**src/rtl/ctl_status_pkg.sv**
```systemverilog
// Shared encodings for the set/clear status register.
// Assumes a 16-bit command word and a 16-bit status view.
package ctl_status_pkg;
    localparam int NUM_ERR  = 6;
    localparam int NUM_BITS = NUM_ERR + 2;   // enable, host, errors
    localparam int CMD_W    = 16;
    localparam int STAT_W   = 16;

    // Internal bit index: 0 enable, 1 host, 2.. errors in err_idx_e order
    typedef enum int {
        E_TX  = 0,
        E_RX  = 1,
        E_AB  = 2,
        E_TXU = 3,
        E_RXU = 4,
        E_MOD = 5
    } err_idx_e;

    localparam int BUSY_POS = 13;

    // Command bit position that clears internal bit k
    function automatic int clr_pos(input int k);
        case (k)
            0: return 0;
            1: return 2;
            2 + E_TX:  return 8;
            2 + E_RX:  return 9;
            2 + E_AB:  return 10;
            2 + E_TXU: return 11;
            2 + E_RXU: return 4;
            default:   return 6;   // mode error
        endcase
    endfunction

    // Command bit position that sets internal bit k
    function automatic int set_pos(input int k);
        case (k)
            0: return 1;
            1: return 3;
            2 + E_TX:  return 12;
            2 + E_RX:  return 13;
            2 + E_AB:  return 14;
            2 + E_TXU: return 15;
            2 + E_RXU: return 5;
            default:   return 7;
        endcase
    endfunction

    // Status view position of internal bit k
    function automatic int stat_pos(input int k);
        case (k)
            0: return 0;
            1: return 1;
            2 + E_TX:  return 8;
            2 + E_RX:  return 9;
            2 + E_AB:  return 10;
            2 + E_TXU: return 11;
            2 + E_RXU: return 12;
            default:   return 7;
        endcase
    endfunction
endpackage

```
**src/rtl/ctl_cmd_decode.sv**
```systemverilog
// Splits a command word into per-bit set and clear requests.
// Assumes the strobe qualifies the data; outputs are zero without it.
module ctl_cmd_decode
    import ctl_status_pkg::*;
(
    input  logic                cmd_wr,
    input  logic [CMD_W-1:0]    cmd_data,
    output logic [NUM_BITS-1:0] set_req,
    output logic [NUM_BITS-1:0] clr_req
);
    // Gather the set/clear bit pair of each target from the command word
    always_comb begin
        for (int k = 0; k < NUM_BITS; k++) begin
            set_req[k] = cmd_wr & cmd_data[set_pos(k)];
            clr_req[k] = cmd_wr & cmd_data[clr_pos(k)];
        end
    end
endmodule

```
**src/rtl/ctl_sticky_bit.sv**
```systemverilog
// One status bit with set, clear and hardware event.
// Precedence: event, then a lone set or clear; set with clear holds.
module ctl_sticky_bit (
    input  logic clk,
    input  logic rst_n,
    input  logic set_req,
    input  logic clr_req,
    input  logic hw_evt,
    output logic q
);
    // Update the stored bit once per clock
    always_ff @(posedge clk) begin
        if (!rst_n)                  q <= 1'b0;
        else if (hw_evt)             q <= 1'b1;
        else if (set_req && !clr_req) q <= 1'b1;
        else if (clr_req && !set_req) q <= 1'b0;
    end


    evt_wins_chk: assert property (@(posedge clk) disable iff (!rst_n)
        hw_evt |=> q);


    pair_hold_chk: assert property (@(posedge clk) disable iff (!rst_n)
        (set_req && clr_req && !hw_evt) |=> $stable(q));
endmodule

```
**src/rtl/ctl_status_pack.sv**
```systemverilog
// Places the stored bits and busy into the status view.
// Unused status positions read as zero.
module ctl_status_pack
    import ctl_status_pkg::*;
(
    input  logic [NUM_BITS-1:0] bits,
    input  logic                busy,
    output logic [STAT_W-1:0]   stat
);
    // Scatter each bit to its fixed status position
    always_comb begin
        stat = '0;
        for (int k = 0; k < NUM_BITS; k++)
            stat[stat_pos(k)] = bits[k];
        stat[BUSY_POS] = busy;
    end
endmodule

```
**src/rtl/ctl_status_reg.sv**
```systemverilog
// Mode and sticky-error status register driven by a set/clear
// command word. Assumes event pulses are synchronous to clk.
module ctl_status_reg
    import ctl_status_pkg::*;
(
    input  logic              clk,
    input  logic              rst_n,
    input  logic              cmd_wr,
    input  logic [CMD_W-1:0]  cmd_data,
    input  logic [NUM_ERR-1:0] err_en,
    input  logic [NUM_ERR-1:0] err_evt,
    input  logic              busy_in,
    output logic [STAT_W-1:0] status_out,
    output logic              irq_err
);
    logic [NUM_BITS-1:0] set_req, clr_req, evt_vec, bits_q;

    ctl_cmd_decode u_dec (
        .cmd_wr   (cmd_wr),
        .cmd_data (cmd_data),
        .set_req  (set_req),
        .clr_req  (clr_req)
    );

    // Only enabled events reach the error bits; mode bits have none
    always_comb begin
        evt_vec = '0;
        evt_vec[NUM_BITS-1:2] = err_evt & err_en;
    end

    genvar g;
    generate
        for (g = 0; g < NUM_BITS; g++) begin : g_bit
            ctl_sticky_bit u_bit (
                .clk     (clk),
                .rst_n   (rst_n),
                .set_req (set_req[g]),
                .clr_req (clr_req[g]),
                .hw_evt  (evt_vec[g]),
                .q       (bits_q[g])
            );
        end
    endgenerate

    ctl_status_pack u_pack (
        .bits (bits_q),
        .busy (busy_in),
        .stat (status_out)
    );

    // Interrupt request from any stored error flag
    always_comb irq_err = |bits_q[NUM_BITS-1:2];


    irq_match_chk: assert property (@(posedge clk) disable iff (!rst_n)
        irq_err == (|{status_out[12:7]}));


    idle_hold_chk: assert property (@(posedge clk) disable iff (!rst_n)
        (!cmd_wr && ((err_evt & err_en) == '0)) |=> $stable(status_out[12:0]));


    reset_clear_chk: assert property (@(posedge clk)
        !rst_n |=> (status_out[12:0] == '0 && !irq_err));
endmodule

```
**config.mk**
```make
export PLATFORM = sky130hd
export DESIGN_NAME = ctl_status_reg
export DESIGN_NICKNAME = d
export VERILOG_FILES = /design/src/rtl/ctl_status_pkg.sv /design/src/rtl/ctl_cmd_decode.sv /design/src/rtl/ctl_sticky_bit.sv /design/src/rtl/ctl_status_pack.sv /design/src/rtl/ctl_status_reg.sv
export SDC_FILE = /design/constraint.sdc
export NUM_CORES = 1
export LEC_CHECK = 0
export ABC_AREA = 1
export BUFFER_PORTS_ARGS = -buffer_cell sky130_fd_sc_hd__buf_4
export CORE_MARGIN = 4
export CORE_UTILIZATION = 41
export CTS_BUF_LIST = sky130_fd_sc_hd__clkbuf_8
export DETAILED_ROUTE_END_ITERATION = 8
export PLACE_DENSITY = 0.91
export SETUP_SLACK_MARGIN = 0.3
export SYNTH_ARGS = -nofsm -noshare
export SYNTH_HDL_FRONTEND = slang
export SYNTH_SLANG_ARGS = --single-unit
export TNS_END_PERCENT = 1
```
**constraint.sdc**
```tcl
create_clock -name clk -period 1.8 [get_ports clk]
set_clock_uncertainty 0.2 [all_clocks]
set_input_delay 0.36 -clock clk [delete_from_list [all_inputs] [get_ports clk]]
set_output_delay 0.36 -clock clk [all_outputs]
set_load 0.005 [all_outputs]
```
# [Yosys cells after proc, flatten, opt, wreduce, memory -nomap -nowiden]
# Index checks and enable logic that the tools add are counted.
[word_totals] register_bits=8 inputBits=32 output_inout_bits=17 elab_cells=88
[classes] n_mux=22 bitwise_logic=17 reduce_logical=41
[op_table] operator="two-way mux 1 bit" count=22
[op_table] operator="nonzero test 3 bit" count=6
[op_table] operator="AND 1 bit" count=16
[op_table] operator="logical AND 1 bit" count=16
[op_table] operator="zero test 1 bit" count=16
[op_table] operator="AND 6 bit" count=1
[op_table] operator="OR reduction 6 bit" count=1
[op_table] operator="nonzero test 2 bit" count=2

# [Logic depth before layout (Yosys ltp)]
[depth] ltp_word=6 mapped_depth=7 depth_no_buf=5

# [By module]
# From an unflattened synthesis, not the netlist that was laid out.
[hier_totals] hier_cells=132 area_unflattened_um2=743.2
[by_module_without_submodules] mod="ctl_sticky_bit" n_inst=8 cells_each=8 area_per_inst_um2=48.8 seq_area_each_um2=20.0
[by_module_without_submodules] mod="ctl_cmd_decode" n_inst=1 cells_each=34 area_per_inst_um2=163.9 seq_area_each_um2=0.0
[by_module_without_submodules] mod="ctl_status_pack" n_inst=1 cells_each=17 area_per_inst_um2=123.9 seq_area_each_um2=0.0
[by_module_without_submodules] mod="ctl_status_reg" n_inst=1 cells_each=17 area_per_inst_um2=65.1 seq_area_each_um2=0.0

# [Least setup slack after synthesis]
# Ideal clock, no wire load.
[synth_path] path_kind="in2reg" start="input port cmd_wr" end="register g_bit[0].u_bit.q" setup_ns=0.119 t_arrival_ns=1.153 required_ns=1.481 slack_ns=0.327 cell_stages=7 n_path_buf=2 path_cell_list="buf_6 buf_12 nand2_1 inv_1 ha_1 o21ai_0 a21oi_1"
[synth_via] elab_chain_cells=4 word_cells_on_any_way=8 classes_between="mux: 1; bitwise: 2; reduce/logical: 5"
[synth_lines] item="start, declared" line="ctl_status_reg.sv:8" rtl="input logic cmd_wr,"
[synth_lines] item="AND 1 bit (on tied branches)" line="ctl_cmd_decode.sv:15, ctl_cmd_decode.sv:14"
[synth_lines] item="zero test 1 bit (on tied branches)" line="ctl_sticky_bit.sv:15, ctl_sticky_bit.sv:16"
[synth_lines] item="logical AND 1 bit (on tied branches)" line="ctl_sticky_bit.sv:15, ctl_sticky_bit.sv:16"
[synth_lines] item="two-way mux 1 bit or nonzero test 2 bit (tied branches)"
[synth_lines] item="end signal, assigned" line="ctl_sticky_bit.sv:14" rtl="else if (hw_evt) q <= 1'b1;"
[synth_lines] item="end signal, assigned" line="ctl_sticky_bit.sv:15" rtl="else if (set_req && !clr_req) q <= 1'b1;"
[synth_lines] item="end signal, assigned" line="ctl_sticky_bit.sv:16" rtl="else if (clr_req && !set_req) q <= 1'b0;"
[synth_lines] item="end, declared" line="ctl_sticky_bit.sv:9" rtl="output logic q"
# Parallel ways exist; a longest one is shown, timed or not.
# A chain may end at the register's enable or synchronous reset.

# [Worst setup path after layout]
[layout_path] start="register g_bit[2].u_bit.q" end="output port irq_err"
[layout_via] elab_chain_cells=1
[layout_lines] item="start, declared" line="ctl_sticky_bit.sv:9"
[layout_lines] item="start signal, assigned" line="ctl_sticky_bit.sv:13" rtl="if (!rst_n) q <= 1'b0;"
[layout_lines] item="start signal, assigned" line="ctl_sticky_bit.sv:14"
[layout_lines] item="start signal, assigned" line="ctl_sticky_bit.sv:15"
[layout_lines] item="OR reduction 6 bit" line="ctl_status_reg.sv:52" rtl="always_comb irq_err = |bits_q[NUM_BITS-1:2];"
[layout_lines] item="end, declared" line="ctl_status_reg.sv:14" rtl="output logic irq_err"
# No other way between the ends.

==> summary.md <==
| Metric | Value |
|---|---|
| Fillers | `149` |
| Sequential element share of the synthesized area | `23.9%` |
| First-pass GRT wire length | `2.58 mm` |
| CP arrival | `0.89 ns` |
| Num rows | `14` |
| Synth top area share | `23.9%` |
| Via count | `681` |
| RSZ-0062 raised after global routing | `no` |
| Initial DRC count | `10` |
| Post-cts resize count | `0` |
| CTS Buffer Depth | `2` |
| Largest net degree at the start of global routing | `17` |
| Mapped Cells | `105` |
| IO Port Bufs | `39` |
| Worst hold path type | `in -> reg` |
| Leak | `0.000524 uW` |
| Antenna Nets Post-Route | `0` |
| Final min period | `1.45 ns` |
| Max Cap Viol | `0` |
| Final setup vio count | `0` |
| Register area | `161 sq um` |
| Hold Vio Cnt, Final | `0` |
| Count of hold-fix buffers inserted at cts | `0` |
| DR pass1 iterations | `4` |
| Placed cell area | `855 sq um` |
| Yosys reg bits | `8` |
| Area leader, netlist | `dfxtp_1` |
| Max Freq | `689 MHz` |
| Vias in the first global route | `637` |
| Syn-to-layout area delta | `33.8%` |
| Largest registers | `g_bit.u_bit.q x8` |
| Number of nets in the layout | `171` |
| CP endpoint kind | `output port` |
| Average cell area after synthesis | `6.39 sq um` |
| Antenna violations before repair | `0` |
| Share of the clock period used by the worst path | `80.6%` |
| Total global-route track usage | `13.5%` |
| CP Max Fanout | `3` |
| I/O Pins | `49` |
| H-tree depth | `1` |
| Drt drc | `0` |
| Antenna diodes | `0` |
| Design Area, Final | `897 sq um` |
| Yosys cell types | `13` |
| Share of cells above drive strength 1 | `36.3%` |
| Root Buffer | `clkbuf_8` |
| Clock Pin Slew Worst Setup and Hold Paths | `0.04 ns` |
| Vias per inst | `4.51` |
| Peak VDD IR | `0.330 mV` |
| Critical Path Source Type | `flip-flop` |
| Grt total ovfl | `0` |
| Starting Density | `44.0%` |
| Max FFs per register | `8` |
| Die footprint | `2350 sq um` |
| Pwr per Cell Area | `642 nW/um^2` |
| CP required | `1.24 ns` |
| Num CTS Buffers | `3` |
| Top post-synthesis cells by area | `dfxtp_1, buf_4, nor2_1` |
| CTS tree | `yes` |
| Max-slew violations | `0` |
| Placer Congestion | `0.732` |
| Die Span X | `48.4 um` |
| Final core occ | `58.9%` |
| CTS Sinks | `8` |
| DIE HEIGHT | `48.4 um` |
| Worst skew pair latency | `0.22 ns` |
| Reg with most FFs | `g_bit.u_bit.q` |
| Post-DP HPWL | `1.28 mm` |
| Wire length per cell | `10.5 um` |
| YS warnings | `0` |
| Multi-input logic area | `318 sq um` |
| Setup TNS | `0 ns` |
| WS Path Type | `reg -> out` |
| Outcome | `finished, final reports clean` |
| Postcts setup bufs | `0` |
| Placeable Area | `1520 sq um` |
| Mapped cell area | `671 sq um` |
| Post-Route WL | `1.59 mm` |
-- cells in the mapped netlist --
| master | n |
|---|---|
| o21ai_0 | 2 |
| ha_1 | 2 |
| a21oi_1 | 2 |
| nand4_1 | 1 |
| nand2_1 | 22 |
| inv_1 | 17 |
| buf_12 | 1 |
| buf_6 | 1 |
| nor2_1 | 26 |
| conb_1 | 1 |
| buf_4 | 16 |
| nand3_2 | 6 |
| dfxtp_1 | 8 |
-- routing by layer --
layer	GRT usage (%)	up-vias	share of wire, %
met1	14.3	295	38
li1	-	348	-
met3	2.45	2	9.2
met2	23.9	36	52
met5	0	-	0
met4	8.29	0	1.2
-- worst max-delay path, stage by stage, from the launching register on --
cell	delay [ns]
dfxtp_2	0.32
nor2_1	0.12
nand4_1	0.09
buf_4	0.14
-- kinds of logic after synthesis --
group | Yosys count | synth area share (%)
adder cells (fa/ha/maj) | 2 | 3.73
flip-flops | 8 | 23.9
AND/OR/NAND/NOR | 55 | 36.8
other | 1 | 0.559
buffers and inverters | 35 | 32.1
AO/OA/AOI/OAI | 4 | 2.99
-- power by group --
group          leakage (uW)  internal [uW]  switching [uW]  total [uW]
sequential        0.0000668            194            9.37         204
clock             0.0000216            145            68.0         213
combinational      0.000436           89.0            70.4         159
total              0.000524            428             148         576
-- layout make-up --
type	count	area share (%)
clock buffer	3	4.60
inverter	17	7.11
multi-input combinational	68	35.4
sequential	8	18.0
tap	16	2.23
timing repair buffer	39	32.6
-- cells in the final DEF, fill, tap and decap left out --
cell	count
ha_1	2
clkbuf_8	3
nand3_2	6
nor2_1	26
conb_1	7
o21ai_0	2
buf_4	39
nand4_1	1
dfxtp_2	1
a21oi_1	2
nand2_1	22
inv_1	17
dfxtp_1	7
-- final timing paths --
check	startpoint	endpoint	slack (ns)	depth (start not counted)
worst max-delay path	g_bit[2].u_bit.q	irq_err	0.35	3
worst min-delay path	rst_n	g_bit[1].u_bit.q	0.21	3
worst max register to register	g_bit[4].u_bit.q	g_bit[4].u_bit.q	0.89	4
worst min register to register	g_bit[1].u_bit.q	g_bit[1].u_bit.q	0.26	2
-- per-stage QoR --
step | hold WS, ns | total power, uW | instances | worst slack, ns
2_1_floorplan | 0.223 | 309 | 111 | 0.327
3_3_place_gp | 0.240 | 356 | 148 | 0.354
3_5_place_dp | 0.246 | 363 | 148 | 0.276
4_1_cts | 0.208 | 579 | 151 | 0.334
5_1_grt | 0.263 | 604 | 151 | 0.306
6_report | 0.214 | 576 | 151 | 0.349
Note: power is estimated with default switching activity, not from simulation.
